**src/rtl/dma_hs_pkg.sv**
```systemverilog
package dma_hs_pkg;

    typedef enum logic {
        DIR_DEST = 1'b0,
        DIR_SRC  = 1'b1
    } dir_e;

    typedef struct packed {
        logic req;
        logic single;
    } hs_state_t;

endpackage

```
**src/rtl/dma_hs_level.sv**
```systemverilog
module dma_hs_level
    import dma_hs_pkg::*;
#(
    parameter int DEPTH = 16,
    localparam int CNT_W = $clog2(DEPTH + 1)
) (
    input  dir_e             dir,
    input  logic [CNT_W-1:0] level,
    input  logic [CNT_W-1:0] blen,
    output logic             burst_ok,
    output logic             single_ok
);
    localparam logic [CNT_W-1:0] DEPTH_C = CNT_W'(DEPTH);

    logic [CNT_W-1:0] level_c;
    logic [CNT_W-1:0] avail;
    logic [CNT_W-1:0] blen_eff;

    always_comb begin
        level_c  = (level > DEPTH_C) ? DEPTH_C : level;
        avail    = (dir == DIR_SRC) ? level_c : (DEPTH_C - level_c);
        blen_eff = (blen == '0) ? CNT_W'(1) : blen;
        burst_ok = (avail >= blen_eff);
        single_ok = (avail != '0);
    end

endmodule

```
**src/rtl/dma_hs_ctrl.sv**
```systemverilog
module dma_hs_ctrl
    import dma_hs_pkg::*;
(
    input  logic clk,
    input  logic rst_n,
    input  logic burst_ok,
    input  logic single_ok,
    input  logic ack,
    output logic req,
    output logic single
);
    hs_state_t st_d, st_q;

    always_comb begin
        st_d = st_q;
        if (st_q.req) begin
            st_d.req = !ack;
        end else begin
            st_d.req = burst_ok && !ack;
        end
        st_d.single = single_ok;
    end

    always_ff @(posedge clk) begin
        if (!rst_n) begin
            st_q <= '0;
        end else begin
            st_q <= st_d;
        end
    end

    assign req    = st_q.req;
    assign single = st_q.single;

    a_r2_sticky_req: assert property (@(posedge clk) disable iff (!rst_n)
        (req && !ack) |=> req);

    a_r3_drop_on_ack: assert property (@(posedge clk) disable iff (!rst_n)
        (req && ack) |=> !req);

    a_r4_raise_when_ready: assert property (@(posedge clk) disable iff (!rst_n)
        (!req && !ack && burst_ok) |=> req);

    a_r5_no_raise_under_ack: assert property (@(posedge clk) disable iff (!rst_n)
        (!req && ack) |=> !req);

    a_r8_burst_implies_single: assert property (@(posedge clk) disable iff (!rst_n)
        burst_ok |-> single_ok);

    a_r9_single_tracks: assert property (@(posedge clk) disable iff (!rst_n)
        1'b1 |=> (single == $past(single_ok)));

endmodule

```
**src/rtl/dma_hs_gen.sv**
```systemverilog
module dma_hs_gen
    import dma_hs_pkg::*;
#(
    parameter int DEPTH = 16,
    localparam int CNT_W = $clog2(DEPTH + 1)
) (
    input  logic             clk,
    input  logic             rst_n,
    input  logic             src_mode,
    input  logic [CNT_W-1:0] fifo_level,
    input  logic [CNT_W-1:0] burst_len,
    input  logic             xfer_ack,
    output logic             burst_req,
    output logic             single_rdy
);
    logic burst_ok;
    logic single_ok;
    dir_e dir;

    assign dir = src_mode ? DIR_SRC : DIR_DEST;

    dma_hs_level #(.DEPTH(DEPTH)) u_level (
        .dir       (dir),
        .level     (fifo_level),
        .blen      (burst_len),
        .burst_ok  (burst_ok),
        .single_ok (single_ok)
    );

    dma_hs_ctrl u_ctrl (
        .clk       (clk),
        .rst_n     (rst_n),
        .burst_ok  (burst_ok),
        .single_ok (single_ok),
        .ack       (xfer_ack),
        .req       (burst_req),
        .single    (single_rdy)
    );

    a_r10_reset_clears: assert property (@(posedge clk)
        !rst_n |=> (!burst_req && !single_rdy));

endmodule

```
**config.mk**
```make
export PLATFORM = sky130hd
export DESIGN_NAME = dma_hs_gen
export DESIGN_NICKNAME = d
export VERILOG_FILES = /design/src/rtl/dma_hs_pkg.sv /design/src/rtl/dma_hs_level.sv /design/src/rtl/dma_hs_ctrl.sv /design/src/rtl/dma_hs_gen.sv
export SDC_FILE = /design/constraint.sdc
export NUM_CORES = 1
export LEC_CHECK = 0
export ABC_AREA = 1
export ABC_CLOCK_PERIOD_IN_PS = 1900
export BUFFER_PORTS_ARGS = -buffer_cell sky130_fd_sc_hd__buf_2
export CAP_MARGIN = 0
export CORE_AREA = 2 2 39 41
export DETAILED_ROUTE_END_ITERATION = 7
export DIE_AREA = 0 0 41 43
export HOLD_SLACK_MARGIN = 0.1
export PLACE_DENSITY = 0.62
export SLEW_MARGIN = 20
export SYNTH_ARGS = -nofsm -noshare
export SYNTH_HDL_FRONTEND = slang
export SYNTH_HIERARCHICAL = 1
export SYNTH_SLANG_ARGS = --single-unit
```
**constraint.sdc**
```tcl
create_clock -name clk -period 1.9 [get_ports clk]
set_clock_uncertainty 0.05 [all_clocks]
set_input_delay 0.095 -clock clk [delete_from_list [all_inputs] [get_ports clk]]
set_output_delay 0.095 -clock clk [all_outputs]
set_load 0.01 [all_outputs]
```
[After elaboration in Yosys (flattened, before gate mapping)]
Index checks and enable logic that the tools add are counted.
Cells by class
  add/sub/neg operators: 1
  order comparisons: 2
  muxes and demuxes: 5
  reduce and logical (&&, ||, !) cells: 4
Operators by type and width (count)
  $mux W5: 3
  $ge A5 B5 Y1: 1
  $gt A5 B5 Y1 const B: 1
  $logic_not A5 Y1: 1
  $reduce_bool A5 Y1: 1
  $sub A5 B5 Y5 const A: 1
  $mux W1: 2
  $logic_and A1 B1 Y1: 1
  $logic_not A1 Y1: 1
Word-level totals
  register bits: 2
  bits of input ports: 14
  output and inout port bits: 2
  word-level logic and storage cells: 14

[Logic depth before layout (Yosys ltp)]
  word-level depth: 7
  depth in mapped cells: 17
  gate-level depth less buffers: 17

[By module]
The synthesis kept the hierarchy.
By module, submodules not included
  dma_hs_level: times used 1, cells an instance 54, area an instance 289.0 um^2, seq. area each 0.0 um^2
  dma_hs_ctrl: times used 1, cells an instance 8, area an instance 62.6 um^2, seq. area each 40.0 um^2

[Worst setup path after synthesis]
OpenSTA, ideal clock, no wires.
  kind: input -> register
  start point: in fifo_level[0]
  end point: reg u_ctrl.st_q (netlist bit u_ctrl/req)
  library setup time: 0.113 ns
  arrival time: 1.742 ns
  data required time: 1.737 ns
  path slack: -0.005 ns
  stages: 15
  path buffers: 0
  cell sequence: nor2_1 > nand2_1 > nand2_1 > nand2_1 > ha_1 > or2_2 > nand2_1 > inv_1 > ha_1 > nand2_1 > inv_1 > nand4_1 > o2111ai_1 > nor2_1 > nor2_1
On the way
  longest elaborated chain between the ends: 7
Ends and longest elaborated chain
  start, declared: RTL line dma_hs_gen.sv:10  | input logic [CNT_W-1:0] fifo_level,
  $gt A5 B5 Y1: RTL line dma_hs_level.sv:20  | level_c = (level > DEPTH_C) ? DEPTH_C : level;
  $mux W5 (*): RTL line dma_hs_level.sv:20
  $sub A5 B5 Y5: RTL line dma_hs_level.sv:21  | avail = (dir == DIR_SRC) ? level_c : (DEPTH_C - level_c);
  $mux W5 (*): RTL line dma_hs_level.sv:21
  $ge A5 B5 Y1 (*): RTL line dma_hs_level.sv:23  | burst_ok = (avail >= blen_eff);
  named net burst_ok: RTL line dma_hs_gen.sv:16  | logic burst_ok;
  $logic_and A1 B1 Y1 (*): RTL line dma_hs_ctrl.sv:19  | st_d.req = burst_ok && !ack;
  $mux W1 (*): RTL line dma_hs_ctrl.sv:16  | if (st_q.req) begin
  end signal, assigned: RTL line dma_hs_ctrl.sv:28  | st_q <= st_d;
  end, declared: RTL line dma_hs_ctrl.sv:12  | hs_state_t st_d, st_q;
Mark *: on every way through the listed nets, which the timed path passes. The rest lies on a longest branch.
A chain may end at the register's enable or synchronous reset.

[Final worst setup path]
  start point: in fifo_level[3]
  end point: reg u_ctrl.st_q (netlist bit u_ctrl/req)
The elaborated chain is that of the path after synthesis.

==> impl_metrics.tcl <==
set metrics [dict create \
    first_global_vias 373 \
    final_nets 113 \
    hold_path_class "primary input to register" \
    cts_tree "built" \
    n_antenna_cell 0 \
    ff2ff_path_depth 2 \
    fin_setup_tns_ns 0 \
    grt_start_max_net_pins 7 \
    grt_antenna_before_repair 0 \
    yosys_warnings 6 \
    synth.avg_cell_area_sq_um 5.67 \
    initial_core_util 0.254 \
    track_usage 0.0972 \
    final-setup-viol-count 0 \
    cts_made_buffers 3 \
    stdcell_count 107 \
    wl_per_cell_um 8.28 \
    synth_seq_cells 2 \
    netlist_area_sq_um 352 \
    end_kind "register" \
    fin_crit_sh 0.928 \
    yosysTopAreaCell "ha_1" \
    worst_path_largest_cell_delay_ns 0.30 \
    dieArea_sq_um 1760 \
    crit_arrival_ns 1.82 \
    maxSlewHeadroom 0.853 \
    cp_slowest_cell "or2_2" \
    firstDrtPassIters 4 \
    min_path_cells 6 \
    place_congestion 0.666 \
    synth_cells 62 \
    h-tree-depth 1 \
    critPathMaxFanout 2 \
    worstPathCellList "buf_2 > nor2_4 > nand2_2 > nand2_4 > nand2_4 > ha_4 > or2_2 > nand2_2 > inv_1 > ha_4 > nand2_1 > inv_1 > nand4_1 > o2111ai_1 > nor2_1 > nor2_1" \
    leakagePower_nw 0.384 \
    path_clk_slew_ns 0.03 \
    maxSlewViolCount 0 \
    synth.top_cell.area_share 0.214 \
    startpoint_type "primary input" \
    port-buffer-count 15 \
    rsz0062_at_grt "false" \
    clk_latency_ns 0.22 \
    rows 14 \
    die_h_um 43 \
    vias_per_cell 4.23 \
    pwr_density_cell_nw_per_um2 439 \
    crit_type "primary input to register" \
    yosysSeqAreaShare 0.114 \
    fin_crit_ns 1.76 \
    status "finished clean" \
    dp_hpwl_um 654 \
    io_pins 16 \
    drt_iter0_markers 7 \
    ctsRootBufferMaster "clkbuf_4" \
    worstHoldEndpoint "u_ctrl/single" \
    post-route-drc-count 0 \
    coreArea_sq_um 1380 \
    grt_pass1_wl_um 1260 \
    reg2reg_setup_slack_ns 1.32 \
    syn_nets 82 \
    chipWidth_um 41 \
    multiInputGateArea_sq_um 313 \
    fmax_mhz 567 \
    worst_ir_drop_vdd_uv 219 \
    clock_path_buffers 2 \
    timing.rr.start "u_ctrl/req" \
    hold_start "fifo_level[4]" \
    ant_nets 0 \
    overflow 0 \
    dpl-instance-area_sq_um 512 \
    area_growth_syn_to_layout_pct 76.9 \
    r2r-end "u_ctrl/req" \
    max-cap-violations 0 \
    yosysUniqueCellTypes 14 \
    placedCellCount 101 \
    wl_um 886 \
    worstSetupStartpoint "fifo_level[3]" \
    worstPathRequired_ns 1.96 \
    synthTopCellsByArea "ha_1 21%, inv_1 18%, nand2_1 18%" \
    final-hold-violation-count 0 \
    fillers 150 \
    register_area_sq_um 40.0 \
    vias 453 \
    design_area_sq_um 622 \
    drive_above_1_share 0.407 \
    worst_slew_pin_slew_ns 0.219 \
    cts_sinks 2 \
]
sequential cells by signal, summed over array words and instances (netlist names):
register / cells
u_ctrl/single: 1
u_ctrl/req: 1
critical path: cells and delay by family:
kind                       cells  cell delay [ns]
buffers and inverters          3             0.23
adders and majority gates      2             0.44
and+or+nand+nor               10             0.98
AOI/OAI and AO/OA              1             0.10
worst max-delay path by stage:
| stage | to | slack (ns) |
|---|---|---|
| floorplan | u_ctrl/req | 0.01 |
| global placement | u_ctrl/req | -0.21 |
| detailed placement | u_ctrl/req | -0.21 |
| CTS | u_ctrl/req | 0.03 |
| global route | u_ctrl/req | 0.02 |
| finish | u_ctrl/req | 0.14 |
cells in the final DEF (no fill, tap or decap), types with 3 or more instances in the layout:
master	n
buf_4	9
ha_1	4
buf_2	15
nand2_1	13
clkbuf_4	3
nand2_4	3
nor2_1	5
inv_1	17
nand3_1	3
final cells by class:
type | instances | area share
Clock buffer | 3 | 0.0362
Inverter | 17 | 0.103
Multi-Input combinational cell | 43 | 0.503
Sequential cell | 2 | 0.0644
Tap cell | 16 | 0.0322
Timing Repair Buffer | 26 | 0.262
synthesized netlist by cell type:
cell	count
xnor2_1	1
nand4_1	2
nand2_2	1
nor2_1	7
a21oi_1	2
nand2_1	17
a41o_1	1
ha_1	6
nand3_1	3
o21ai_0	1
or2_2	1
o2111ai_1	1
dfxtp_1	2
inv_1	17
cells by family (layout without fill, tap and decap cells):
kind of cell | Yosys count | in the layout | share of synthesized area
fa+ha+maj | 6 | 6 | 0.214
xor+xnor | 1 | 1 | 0.0249
simple gates | 31 | 31 | 0.370
compound gates | 5 | 5 | 0.0961
buf+inv | 17 | 46 | 0.181
flops | 2 | 2 | 0.114
through the flow:
stage	hold WS (ns)	utilization	worst slack, ns	total power [mW]
finish	0.327	0.449	0.138	0.273
global route	0.392	0.449	0.0157	0.301
CTS	0.292	0.401	0.0258	0.260
detailed placement	0.248	0.370	-0.212	0.159
global placement	0.246	0.370	-0.208	0.157
floorplan	0.143	-	0.00959	0.113
power breakdown:
part | internal [mW] | leakage (nW) | total (mW) | switching (mW)
logic | 0.0670 | 0.353 | 0.134 | 0.0670
registers | 0.0459 | 0.0166 | 0.0469 | 0.000997
clock network | 0.0696 | 0.0138 | 0.0922 | 0.0226
total | 0.182 | 0.384 | 0.273 | 0.0906
per-layer routing:
layer  vias to the layer above  global-route usage  part of all wire
li1                        250                   -                 -
met1                       191               0.125              0.44
met2                        12               0.163              0.52
met3                         0              0.0157             0.041
met4                         0              0.0200                 0
met5                         -                   0                 0
timing repair:
| item | CTS | global route |
|---|---|---|
| endpoints found under the setup margin | 0 | 1 |
| resized for setup | 0 | 11 |
| buffers inserted | 0 | 1 |
| hold buffers | 2 | 0 |
| hold endpoints to repair | 2 | 0 |
Power figures use the tool's default switching activity.
